File: config.mk
export PLATFORM = sky130hd
export DESIGN_NAME = nmi_pend_ctrl
export DESIGN_NICKNAME = d
export VERILOG_FILES = /design/src/rtl/nmi_pend_pkg.sv /design/src/rtl/nmi_pin_sync.sv /design/src/rtl/nmi_strap_latch.sv /design/src/rtl/nmi_service_fsm.sv /design/src/rtl/nmi_pend_ctrl.sv
export SDC_FILE = /design/constraint.sdc
export NUM_CORES = 1
export LEC_CHECK = 0
export BUFFER_PORTS_ARGS = -buffer_cell sky130_fd_sc_hd__clkbuf_2
export CAP_MARGIN = 20
export CORE_AREA = 2 2 39 41
export CTS_BUF_LIST = sky130_fd_sc_hd__clkbuf_8 sky130_fd_sc_hd__clkbuf_16
export DETAILED_ROUTE_END_ITERATION = 6
export DIE_AREA = 0 0 41 43
export GPL_TIMING_DRIVEN = 0
export PLACE_DENSITY_LB_ADDON = 0.1
export REMOVE_ABC_BUFFERS = 1
export SLEW_MARGIN = 20
export SYNTH_ARGS = -nofsm -noshare
export SYNTH_HDL_FRONTEND = slang
export SYNTH_SLANG_ARGS = --single-unit
File: constraint.sdc
create_clock -name clk -period 3.11 [get_ports clk]
set_clock_uncertainty 0.2 [all_clocks]
set_input_delay 0.311 -clock clk [delete_from_list [all_inputs] [get_ports clk]]
set_output_delay 0.311 -clock clk [all_outputs]
set_load 0.02 [all_outputs]
File: src/rtl/nmi_pend_pkg.sv
package nmi_pend_pkg;
  localparam int unsigned DEF_VEC_W = 8;
  localparam int unsigned DEF_NMI_VEC = 2;

  // rising-edge detect between consecutive synchronized samples
  function automatic logic rise_detect(input logic cur, input logic prev);
    return cur & ~prev;
  endfunction

  // vector driven with a request, zero otherwise
  function automatic logic [DEF_VEC_W-1:0] vec_out(input logic req);
    return req ? DEF_VEC_W'(DEF_NMI_VEC) : '0;
  endfunction
endpackage

File: src/rtl/nmi_pin_sync.sv
module nmi_pin_sync #(
  parameter int unsigned STAGES = 2
) (
  input  logic clk,
  input  logic rst,
  input  logic pin,
  output logic sync_lvl,
  output logic rise_evt
);
  import nmi_pend_pkg::*;

  logic [STAGES-1:0] chain_q;
  logic prev_q;

  generate
    if (STAGES == 1) begin : g_one
      always_ff @(posedge clk) begin
        if (rst) chain_q <= '0;
        else     chain_q <= pin;
      end
    end else begin : g_many
      always_ff @(posedge clk) begin
        if (rst) chain_q <= '0;
        else     chain_q <= {chain_q[STAGES-2:0], pin};
      end
    end
  endgenerate

  always_ff @(posedge clk) begin
    if (rst) prev_q <= 1'b0;
    else     prev_q <= chain_q[STAGES-1];
  end

  assign sync_lvl = chain_q[STAGES-1];
  assign rise_evt = rise_detect(sync_lvl, prev_q);

  // an edge event never repeats on consecutive cycles
  a_r3_single_edge: assert property (@(posedge clk) disable iff (rst)
    rise_evt |=> !rise_evt);
endmodule

File: src/rtl/nmi_strap_latch.sv
module nmi_strap_latch (
  input  logic clk,
  input  logic rst,
  input  logic strap_in,
  output logic ctrl_off
);
  logic strap_q;

  // tracks the strap while reset is held; the last reset cycle wins
  always_ff @(posedge clk) begin
    if (rst) strap_q <= strap_in;
  end

  assign ctrl_off = ~strap_q;

  // the captured mode does not move outside reset
  a_r11_strap_held: assert property (@(posedge clk) disable iff (rst)
    !rst |=> $stable(ctrl_off));
endmodule

File: src/rtl/nmi_service_fsm.sv
module nmi_service_fsm (
  input  logic clk,
  input  logic rst,
  input  logic edge_in,
  input  logic ack,
  input  logic iret,
  output logic req,
  output logic svc,
  output logic pend
);
  logic req_q, svc_q, pend_q;
  logic req_d, svc_d, pend_d;
  logic ack_hit, ret_hit, busy;

  assign ack_hit = ack & req_q;
  assign ret_hit = iret & svc_q;
  assign busy    = req_q | svc_q;

  always_comb begin
    req_d  = req_q;
    svc_d  = svc_q;
    pend_d = pend_q;
    if (ack_hit) begin
      req_d = 1'b0;
      svc_d = 1'b1;
    end
    if (ret_hit) begin
      svc_d = 1'b0;
      if (pend_q) begin
        req_d  = 1'b1;
        pend_d = 1'b0;
      end
    end
    if (edge_in) begin
      if (ret_hit) begin
        if (pend_q) pend_d = 1'b1;
        else        req_d  = 1'b1;
      end else if (busy) begin
        pend_d = 1'b1;
      end else begin
        req_d = 1'b1;
      end
    end
  end

  always_ff @(posedge clk) begin
    if (rst) begin
      req_q  <= 1'b0;
      svc_q  <= 1'b0;
      pend_q <= 1'b0;
    end else begin
      req_q  <= req_d;
      svc_q  <= svc_d;
      pend_q <= pend_d;
    end
  end

  assign req  = req_q;
  assign svc  = svc_q;
  assign pend = pend_q;

  // an edge while idle raises the request next cycle
  a_r2_idle_edge: assert property (@(posedge clk) disable iff (rst)
    edge_in && !req_q && !svc_q |=> req_q);
  // acknowledge moves the request into service
  a_r5_ack_service: assert property (@(posedge clk) disable iff (rst)
    ack && req_q |=> !req_q && svc_q);
  // an edge during service is held, not delivered
  a_r6_hold_edge: assert property (@(posedge clk) disable iff (rst)
    edge_in && svc_q && !iret |=> pend_q && !req_q);
  // return with a held edge releases it
  a_r8_release: assert property (@(posedge clk) disable iff (rst)
    iret && svc_q && pend_q |=> req_q && !svc_q);
  // every new request has a cause
  a_r3_req_cause: assert property (@(posedge clk) disable iff (rst)
    $rose(req_q) |-> $past(edge_in) || $past(iret && pend_q));
  // a held edge only exists beside outstanding work
  a_r7_pend_context: assert property (@(posedge clk) disable iff (rst)
    pend_q |-> req_q || svc_q);
endmodule

File: src/rtl/nmi_pend_ctrl.sv
module nmi_pend_ctrl #(
  parameter int unsigned SYNC_STAGES = 2,
  parameter int unsigned VEC_W = nmi_pend_pkg::DEF_VEC_W
) (
  input  logic             clk,
  input  logic             rst,
  input  logic             nmi_pin,
  input  logic             strap_in,
  input  logic             nmi_ack,
  input  logic             iret_pulse,
  output logic             nmi_req,
  output logic [VEC_W-1:0] nmi_vector,
  output logic             in_service,
  output logic             pending,
  output logic             local_ctrl_off,
  output logic             local_irq_out
);
  import nmi_pend_pkg::*;

  logic sync_lvl, rise_evt, take_edge;

  nmi_pin_sync #(.STAGES(SYNC_STAGES)) u_sync (
    .clk(clk), .rst(rst), .pin(nmi_pin),
    .sync_lvl(sync_lvl), .rise_evt(rise_evt)
  );

  nmi_strap_latch u_strap (
    .clk(clk), .rst(rst), .strap_in(strap_in), .ctrl_off(local_ctrl_off)
  );

  assign take_edge = rise_evt & ~local_ctrl_off;

  nmi_service_fsm u_fsm (
    .clk(clk), .rst(rst), .edge_in(take_edge), .ack(nmi_ack),
    .iret(iret_pulse), .req(nmi_req), .svc(in_service), .pend(pending)
  );

  assign nmi_vector    = VEC_W'(vec_out(nmi_req));
  assign local_irq_out = local_ctrl_off & sync_lvl;

  // vector tracks the request
  a_r4_vector: assert property (@(posedge clk) disable iff (rst)
    nmi_req |-> nmi_vector == VEC_W'(DEF_NMI_VEC));
  // disabled mode never requests
  a_r10_no_req_off: assert property (@(posedge clk) disable iff (rst)
    local_ctrl_off |-> !nmi_req && !pending);
  // enabled mode keeps the local line quiet
  a_r11_line_quiet: assert property (@(posedge clk) disable iff (rst)
    !local_ctrl_off |-> !local_irq_out);
  // reset clears all service state
  a_r1_reset_clear: assert property (@(posedge clk)
    $past(rst) |-> !nmi_req && !in_service && !pending);
endmodule

==> results.json, run 1 <==
{
  "status": "finished clean",
  "power_frac_seq_pct": 40.3,
  "leakage_uw": 0.000206,
  "period_needed_ns": 1.48,
  "grt_pass1_wl_um": 765,
  "gr-total-overflow": 0,
  "clock_sinks": 7,
  "yosysSeqAreaShare_pct": 45.8,
  "critPathLaunchType": "flop",
  "fin_cells": 63,
  "finalHoldViolCount": 0,
  "combPwrFrac_pct": 9.1,
  "maxCapViolCount": 0,
  "fin_crit_sh_pct": 47.5,
  "hold_buffers": 0,
  "ant_nets": 0,
  "syn_inst": 34,
  "remaining_drc_errors": 0,
  "numCtsBuffers": 3,
  "cts_tree": "built",
  "cellInternalPower_uw": 187,
  "core_um2": 1380,
  "drive_above_1_share_pct": 34.0,
  "yosys.cell_types.count": 17,
  "rsz0062_at_grt": "false",
  "grt_usage_pct": 6.45,
  "ioPinCount": 19,
  "netSwitchingPower_uw": 53.6,
  "cp.required_ns": 2.60,
  "vias_per_cell": 3.71,
  "yosysTopAreaCell": "dfxtp_1",
  "wl_um": 485,
  "path_cells": "and2b_1 > clkbuf_2",
  "cts_max_path_buffers": 2,
  "setup_violations": 0,
  "async_flop_share_pct": 0,
  "areaGrowthSynthToFinish_pct": 25.2,
  "end_kind": "output port",
  "synthFlopType": "dfxtp_1",
  "cp_max_fo": 3,
  "dp_hpwl_um": 390,
  "die_height_um": 43,
  "swShare_pct": 22.3,
  "syn-cell-area_um2": 328,
  "drtPass1Iterations": 2,
  "die-area_um2": 1760,
  "synth_common_cells": "buf_4 (8), dfxtp_1 (6), nor2b_1 (3)",
  "crit_family": "flip-flops",
  "synth-edff-count": 1,
  "htree_levels": 1,
  "synth.most_common_cell": "buf_4",
  "cpMaxStageDelayCell": "edfxtp_1",
  "r2r_setup_slack_ns": 1.94,
  "synth_area_leaders": "dfxtp_1 (37%), buf_4 (18%), edfxtp_1 (9.2%)",
  "antenna_cells": 0,
  "arrival_ns": 0.97,
  "pwr-share-clk_pct": 50.6,
  "worst-path-buf-inv": 1,
  "synth_area_per_cell_um2": 9.64,
  "grt_pass1_vias": 197,
  "cpPeakStageDelay_ns": 0.39,
  "p_per_area_nw_per_um2": 587,
  "wl_per_cell_um": 7.70,
  "antenna_found_initial": 0,
  "finalWeightedCongestion": 0.712,
  "ys_warn_count": 0,
  "clkLatencyLatePin_ns": 0.22,
  "vias": 234,
  "drt_iter0_drc": 1,
  "crit_type": "flop to output port",
  "placedCellCount": 59,
  "drv_slew": 0,
  "nets": 54,
  "ir_worst_vdd_uv": 338,
  "die_w_um": 41,
  "clkTransAtPathRegs_ns": 0.04,
  "hold_class": "input pin to flop",
  "io_buffer_count": 11,
  "cts_resized": 0,
  "setup_tns_ns": 0,
  "synth_seq_cells": 7,
  "cts_setup_buffers": 0,
  "fp-row-count": 14,
  "grt_max_degree": 8,
  "synth_top_area_share_pct": 36.6,
  "fmax_mhz": 677,
  "initial_core_util_pct": 23.7,
  "ctsRootBufferMaster": "clkbuf_8"
}
-- per-stage QoR --
stage	worst slack [ns]	instance area [µm²]	util, %	power [µW]	hold slack (ns)
after floorplan	1.85	290	-	113	0.173
after global placement	1.87	365	26.4	120	0.219
after detailed placement	1.86	365	26.4	121	0.229
after CTS	1.62	410	29.7	245	0.0704
after global routing	1.58	410	29.7	253	0.0624
final	1.63	410	29.7	241	0.0686
-- cells in the final DEF (no fill, tap or decap), drive strengths merged --
cell type / n
edfxtp: 1
a21bo: 1
nor3: 1
nand2: 2
mux2: 1
a21oi: 3
or2: 1
nor2: 1
a32oi: 1
dfxtp: 6
inv: 3
and3b: 1
nor2b: 3
clkbuf: 14
conb: 7
and2b: 1
-- power groups by stage --
stage	Combinational [µW]	Clock (µW)	Sequential, µW
floorplan	13.5	0	99.4
global placement	21.8	0	98.6
detailed placement	22.0	0	98.7
CTS	22.0	126	97.2
global route	24.3	131	97.5
finish	21.8	122	97.2
-- worst reg2reg max path: stages, from the launching register on --
cell and delay, ns:
edfxtp_1 0.39, and3b_1 0.22, a21bo_1 0.20, a21oi_2 0.05
-- cells by family (layout without fill, tap and decap cells) --
family | count (synthesis) | in the layout | share of synthesized area (%)
AND/OR/NAND/NOR | 10 | 10 | 17.6
buffers and inverters | 10 | 17 | 20.6
flip-flops | 7 | 7 | 45.8
AO/OA/AOI/OAI | 5 | 5 | 11.5
other | 1 | 7 | 1.14
multiplexers | 1 | 1 | 3.43
-- sequential cells by signal, summed over array words and instances, names as in the netlist --
register / count
u_fsm.pend: 1
u_fsm.req: 1
u_fsm.svc: 1
u_strap.strap_q: 1
u_sync.chain_q: 2
u_sync.prev_q: 1
-- path summary, 6_finish.rpt --
path / start / to / cells after the start
setup / recovery: u_strap.strap_q$_DFFE_PP_ / local_irq_out / 2
hold / removal: strap_in / u_strap.strap_q$_DFFE_PP_ / 1
setup reg to reg: u_strap.strap_q$_DFFE_PP_ / u_fsm.req$_SDFF_PP0_ / 3
hold reg to reg: u_sync.chain_q[0]$_SDFF_PP0_ / u_sync.chain_q[1]$_SDFF_PP0_ / 1
-- metal layers --
| layer | global-route usage (%) | routed length (µm) | vias up | share of wire (%) |
|---|---|---|---|---|
| li1 | - | - | 122 | - |
| met1 | 7.47 | 201 | 102 | 41 |
| met2 | 9.06 | 242 | 10 | 50 |
| met3 | 3.14 | 40 | 0 | 8.2 |
| met4 | 4.00 | 0 | 0 | 0 |
| met5 | 0 | 0 | - | 0 |
-- area by class of cell --
type	instances	area, µm²
Clock buffer	3	41.3
Clock inverter	1	3.75
Fill cell	157	973
Inverter	2	7.51
Multi-Input combinational cell	23	133
Sequential cell	7	150
Tap cell	16	20.0
Timing Repair Buffer	11	55.1
Power figures use the tool's default switching activity.
==> run 2: changes to the inputs <==
clock period = 1.43 ns   (was 3.11 ns; I/O delays follow)
==> run 2 against run 1 <==
Net effect: final cell count is 4.8% higher; via count is 5.1% higher; register-to-register slack worse by 1.7 ns; sequential power is 120% higher; hold slack worse by 0.031 ns; first-iteration DRC count stayed put; routed wire length is 2.5% higher; largest power group unchanged; critical endpoint unchanged; global-route usage is 0.60 points higher; sequential share of layout area is 2.5 points lower.
==> results.json, run 2 (same netlist as run 1, synthesis figures left out) <==
{
  "hold_end": "u_fsm.svc$_SDFFE_PP0P_",
  "core_um2": 1380,
  "fp-row-count": 14,
  "hp-start": "iret_pulse",
  "grt_max_degree": 8,
  "end_kind": "output port",
  "drt_iter0_drc": 1,
  "die_height_um": 43,
  "cts_resized": 0,
  "io_buffer_count": 11,
  "fmax_mhz": 764,
  "maxCapViolCount": 0,
  "arrival_ns": 0.97,
  "p_per_area_nw_per_um2": 1200,
  "grt_usage_pct": 7.05,
  "period_needed_ns": 1.31,
  "setup_violations": 0,
  "drv_slew": 0,
  "htree_levels": 1,
  "wl_um": 497,
  "worstHoldPathCells": 3,
  "r2r_setup_slack_ns": 0.26,
  "die-area_um2": 1760,
  "clkTransAtPathRegs_ns": 0.04,
  "status": "finished clean",
  "leakage_uw": 0.000218,
  "drtPass1Iterations": 2,
  "cts_tree": "built",
  "crit_type": "flop to output port",
  "clock_sinks": 7,
  "setup_ws_ns": 0.121,
  "cp.required_ns": 1.09,
  "worst_r2r_startpoint": "u_strap.strap_q$_DFFE_PP_",
  "cts_max_path_buffers": 2,
  "ctsRootBufferMaster": "clkbuf_8",
  "finalHoldViolCount": 0,
  "reg2reg_depth": 3,
  "final_common_cell": "clkbuf_2",
  "die_w_um": 41,
  "remaining_drc_errors": 0,
  "fin_crit_sh_pct": 91.5,
  "antenna_found_initial": 0,
  "cp_max_fo": 3,
  "critPathLaunchType": "flop",
  "finalPower_uw": 529,
  "finalWeightedCongestion": 0.712,
  "nets": 57,
  "grtUsageMet2_pct": 10.9,
  "vias_per_cell": 3.73,
  "post-place-ws_ns": 0.262,
  "drive_above_1_share_pct": 32.0,
  "placedCellCount": 59,
  "setup_tns_ns": 0,
  "top_usage_layer": "met2",
  "mostFrequentLayoutCells": "clkbuf_2 (11), conb_1 (7), dfxtp_1 (6)",
  "ant_nets": 0,
  "grt_pass1_vias": 225,
  "gr-usage-met3_pct": 3.14,
  "r2r-end": "u_fsm.req$_SDFF_PP0_",
  "antenna_cells": 0,
  "use_met1_pct": 7.47,
  "numCtsBuffers": 3,
  "gr-total-overflow": 0,
  "clkLatencyLatePin_ns": 0.22,
  "vias": 246,
  "largest_reg_flops": 2,
  "hold_class": "input pin to flop",
  "ioPinCount": 19,
  "areaGrowthSynthToFinish_pct": 34.4,
  "ir_worst_vdd_uv": 725,
  "largest-register": "u_sync.chain_q",
  "grt_pass1_wl_um": 834,
  "initial_core_util_pct": 23.7,
  "fin_cells": 66,
  "wl_per_cell_um": 7.53,
  "rsz0062_at_grt": "false",
  "dp_hpwl_um": 390
}
-- run 2: changes by cell type in the layout (fill, tap and decap cells not counted), sizes merged --
cell	change
dlygate4sd3	+3
-- run 2: how the worst max path moves through the flow --
stage                                    startpoint                    to
after floorplan                u_fsm.req$_SDFF_PP0_  u_fsm.req$_SDFF_PP0_
after global placement    u_strap.strap_q$_DFFE_PP_  u_fsm.req$_SDFF_PP0_
after detailed placement  u_strap.strap_q$_DFFE_PP_  u_fsm.req$_SDFF_PP0_
after CTS                 u_strap.strap_q$_DFFE_PP_         local_irq_out
after global routing      u_strap.strap_q$_DFFE_PP_         local_irq_out
final                     u_strap.strap_q$_DFFE_PP_         local_irq_out
-- run 2: layout make-up --
class	instances	area [µm²]
Inverter	2	7.51
Fill cell	157	943
Multi-Input combinational cell	23	133
Clock inverter	1	3.75
Sequential cell	7	150
Clock buffer	3	41.3
Tap cell	16	20.0
Timing Repair Buffer	14	85.1
-- run 2: worst max-delay path: stages (launching register included) --
cell,delay [ns]
edfxtp_1,0.39
and2b_1,0.20
clkbuf_2,0.16
-- run 2: through the flow --
| stage | area (µm²) | utilization, % | hold slack, ns |
|---|---|---|---|
| after detailed placement | 365 | 26.4 | 0.132 |
| final | 440 | 31.8 | 0.0373 |
| after floorplan | 290 | - | 0.00544 |
| after global routing | 440 | 31.8 | 0.0559 |
| after CTS | 440 | 31.8 | 0.0319 |
| after global placement | 365 | 26.4 | 0.123 |
-- run 2: power by group --
group	switching, µW	internal (µW)
clock	79.0	185
sequential	3.50	208
combinational	34.3	19.5
total	117	412
-- run 2: timing repair --
item / in CTS / in global routing
endpoints found under the hold margin: 3 / 0
hold buffers: 3 / 0
setup buffers: 0 / 0
-- run 2: per-layer routing --
layer,wire length (µm),vias to the layer above
met3,39,0
met1,205,108
li1,-,128
met5,0,-
met2,251,10
met4,0,0
==> run 3: changes to the inputs <==
ABC_AREA = 1   (was default)
BUFFER_PORTS_ARGS = -buffer_cell sky130_fd_sc_hd__buf_2   (was -buffer_cell sky130_fd_sc_hd__clkbuf_2)
CELL_PAD_IN_SITES_DETAIL_PLACEMENT = 1   (was default)
CELL_PAD_IN_SITES_GLOBAL_PLACEMENT = 2   (was default)
CORE_AREA = default   (was 2 2 39 41)
CORE_ASPECT_RATIO = 0.9   (was default)
CORE_UTILIZATION = 19   (was default)
DIE_AREA = default   (was 0 0 41 43)
==> run 3 against run 2 <==
Net effect: hold slack got worse by 0.030 ns; register-to-register slack improved by 0.11 ns; total power increased by 1.0%; synthesized cell count increased by 38%; core utilization decreased by 4.2 points; worst setup slack improved by 0.057 ns; non-clock buffer count unchanged; fmax increased by 4.6%; sequential power about the same; sequential share of layout area decreased by 1.5 points; largest cell class unchanged.
==> results.json, run 3 <==
{
  "reg2reg_depth": 4,
  "cts_resized": 0,
  "wl_per_cell_um": 7.16,
  "cpMaxStageDelayCell": "edfxtp_1",
  "wl_um": 623,
  "core_um2": 1660,
  "antenna_found_initial": 0,
  "holdWs_ns": 0.00685,
  "synth_top_area_share_pct": 35.6,
  "fillers": 221,
  "ioPinCount": 19,
  "nets": 70,
  "die_height_um": 42,
  "hold_class": "input pin to flop",
  "leakage_uw": 0.000245,
  "areaGrowthSynthToFinish_pct": 36.3,
  "grt_pass1_vias": 293,
  "gr-total-overflow": 0,
  "ant_nets": 0,
  "r2r_setup_slack_ns": 0.37,
  "drv_slew": 0,
  "cp_max_fo": 4,
  "rsz0062_at_grt": "false",
  "r2r-end": "u_fsm.req$_SDFF_PP0_",
  "worstSetupStartpoint": "u_strap.strap_q$_DFFE_PP_",
  "crit_type": "flop to output port",
  "numCtsBuffers": 3,
  "grt_max_degree": 7,
  "syn_inst": 47,
  "power_frac_seq_pct": 39.8,
  "die_w_um": 46.4,
  "async_flop_share_pct": 0,
  "setup_violations": 0,
  "synth_common_cells": "inv_1 (9), nor2_1 (9), buf_4 (8)",
  "clkTransAtPathRegs_ns": 0.04,
  "cts_tree": "built",
  "finalHoldViolCount": 0,
  "dp_hpwl_um": 492,
  "arrival_ns": 0.91,
  "critPathLaunchType": "flop",
  "ctsRootBufferMaster": "clkbuf_8",
  "fp-row-count": 14,
  "ys_warn_count": 0,
  "cp.depth": 2,
  "synth_area_per_cell_um2": 7.19,
  "yosys.cell_types.count": 11,
  "crit_family": "flip-flops",
  "initial_core_util_pct": 20.3,
  "antenna_cells": 0,
  "yosysSeqAreaShare_pct": 44.4,
  "worst_r2r_startpoint": "u_strap.strap_q$_DFFE_PP_",
  "cellInternalPower_uw": 412,
  "period_needed_ns": 1.25,
  "ir_worst_vdd_uv": 423,
  "vias": 303,
  "maxCapViolCount": 0,
  "swShare_pct": 23.0,
  "drtPass1Iterations": 2,
  "synth-edff-count": 1,
  "path_cells": "nor2_1 > buf_2",
  "fin_crit_sh_pct": 87.5,
  "yosysTopAreaCell": "dfxtp_1",
  "cp.required_ns": 1.09,
  "status": "finished clean",
  "fmax_mhz": 799,
  "drive_above_1_share_pct": 22.2,
  "io_buffer_count": 11,
  "clock_sinks": 7,
  "vias_per_cell": 3.48,
  "end_kind": "output port",
  "finalWeightedCongestion": 0.642,
  "p_per_area_nw_per_um2": 1160,
  "grt_usage_pct": 8.43,
  "cpPeakStageDelay_ns": 0.41,
  "cts_setup_buffers": 0,
  "cts_max_path_buffers": 2,
  "drt_iter0_drc": 2,
  "grt_pass1_wl_mm": 1.12,
  "final_common_cell": "buf_2",
  "htree_levels": 1,
  "syn-cell-area_um2": 338,
  "clkLatencyLatePin_ns": 0.22,
  "setup.worst_path.end": "local_irq_out",
  "die-area_um2": 1950,
  "synthFlopType": "dfxtp_1",
  "synth_area_leaders": "dfxtp_1 (36%), buf_4 (18%), inv_1 (10%)",
  "worst-path-buf-inv": 1,
  "largest_reg_flops": 2,
  "combPwrFrac_pct": 10.4,
  "synth_seq_cells": 7,
  "largest-register": "u_sync.chain_q",
  "pwr-share-clk_pct": 49.8,
  "setup_tns_ns": 0,
  "remaining_drc_errors": 0,
  "worstHoldPathCells": 3,
  "mostFrequentLayoutCells": "buf_2 (11), inv_1 (10), nor2_1 (9)",
  "netSwitchingPower_uw": 123
}
run 3: worst min-delay path by stage:
| stage | from | to | slack (ns) |
|---|---|---|---|
| global placement | strap_in | u_strap.strap_q$_DFFE_PP_ | 0.12 |
| detailed placement | strap_in | u_strap.strap_q$_DFFE_PP_ | 0.12 |
| finish | nmi_ack | u_fsm.svc$_SDFFE_PP0P_ | 0.007 |
| global route | nmi_ack | u_fsm.svc$_SDFFE_PP0P_ | 0.05 |
| floorplan | rst | u_sync.chain_q[0]$_SDFF_PP0_ | 0.01 |
| CTS | nmi_ack | u_fsm.svc$_SDFFE_PP0P_ | 0.01 |
run 3: metal layers:
layer / track usage (%) / part of all wire, %
met5: 0 / 0
met4: 7.06 / 2.1
met3: 3.88 / 6.6
met2: 10.8 / 43
met1: 10.2 / 49
run 3: layout make-up:
| class | instances | area (µm²) | area share, % |
|---|---|---|---|
| clock inverters | 1 | 3.75 | 0.815 |
| flip-flops and latches | 7 | 150 | 32.6 |
| inverters | 9 | 33.8 | 7.34 |
| multi-input cells | 29 | 116 | 25.3 |
| well taps | 24 | 30.0 | 6.52 |
| clock buffers | 3 | 41.3 | 8.97 |
| repair buffers | 14 | 85.1 | 18.5 |
run 3: timing repair:
item	CTS	global route
setup endpoints to repair	0	0
hold endpoints to repair	5	0
hold buffers	3	0
run 3: power by group through the flow:
stage                     Clock [µW]  Sequential [µW]  Combinational, µW
after floorplan                    0              218               31.0
after global placement             0              216               49.2
after detailed placement           0              216               49.5
after CTS                        276              213               55.8
after global routing             288              214               62.3
final                            266              213               55.4
run 3: kinds of logic after synthesis:
| kind of cell | Yosys count | share of synthesized area [%] |
|---|---|---|
| AO/OA/AOI/OAI | 4 | 5.92 |
| other | 1 | 1.11 |
| AND/OR/NAND/NOR | 18 | 20.7 |
| flip-flops | 7 | 44.4 |
| buffers and inverters | 17 | 27.8 |
run 3: worst min-delay path: stages:
cell and delay [ns]:
buf_2 0.09, o21ai_0 0.07, nor2_1 0.09
run 3: metrics by stage:
step	total power, µW	instances	util [%]	instance area, µm²	worst slack (ns)
floorplan	249	45	-	300	0.249
global placement	266	80	23.2	385	0.349
detailed placement	266	80	23.2	385	0.356
CTS	545	87	27.7	460	0.163
global route	564	87	27.7	460	0.111
finish	534	87	27.7	460	0.178
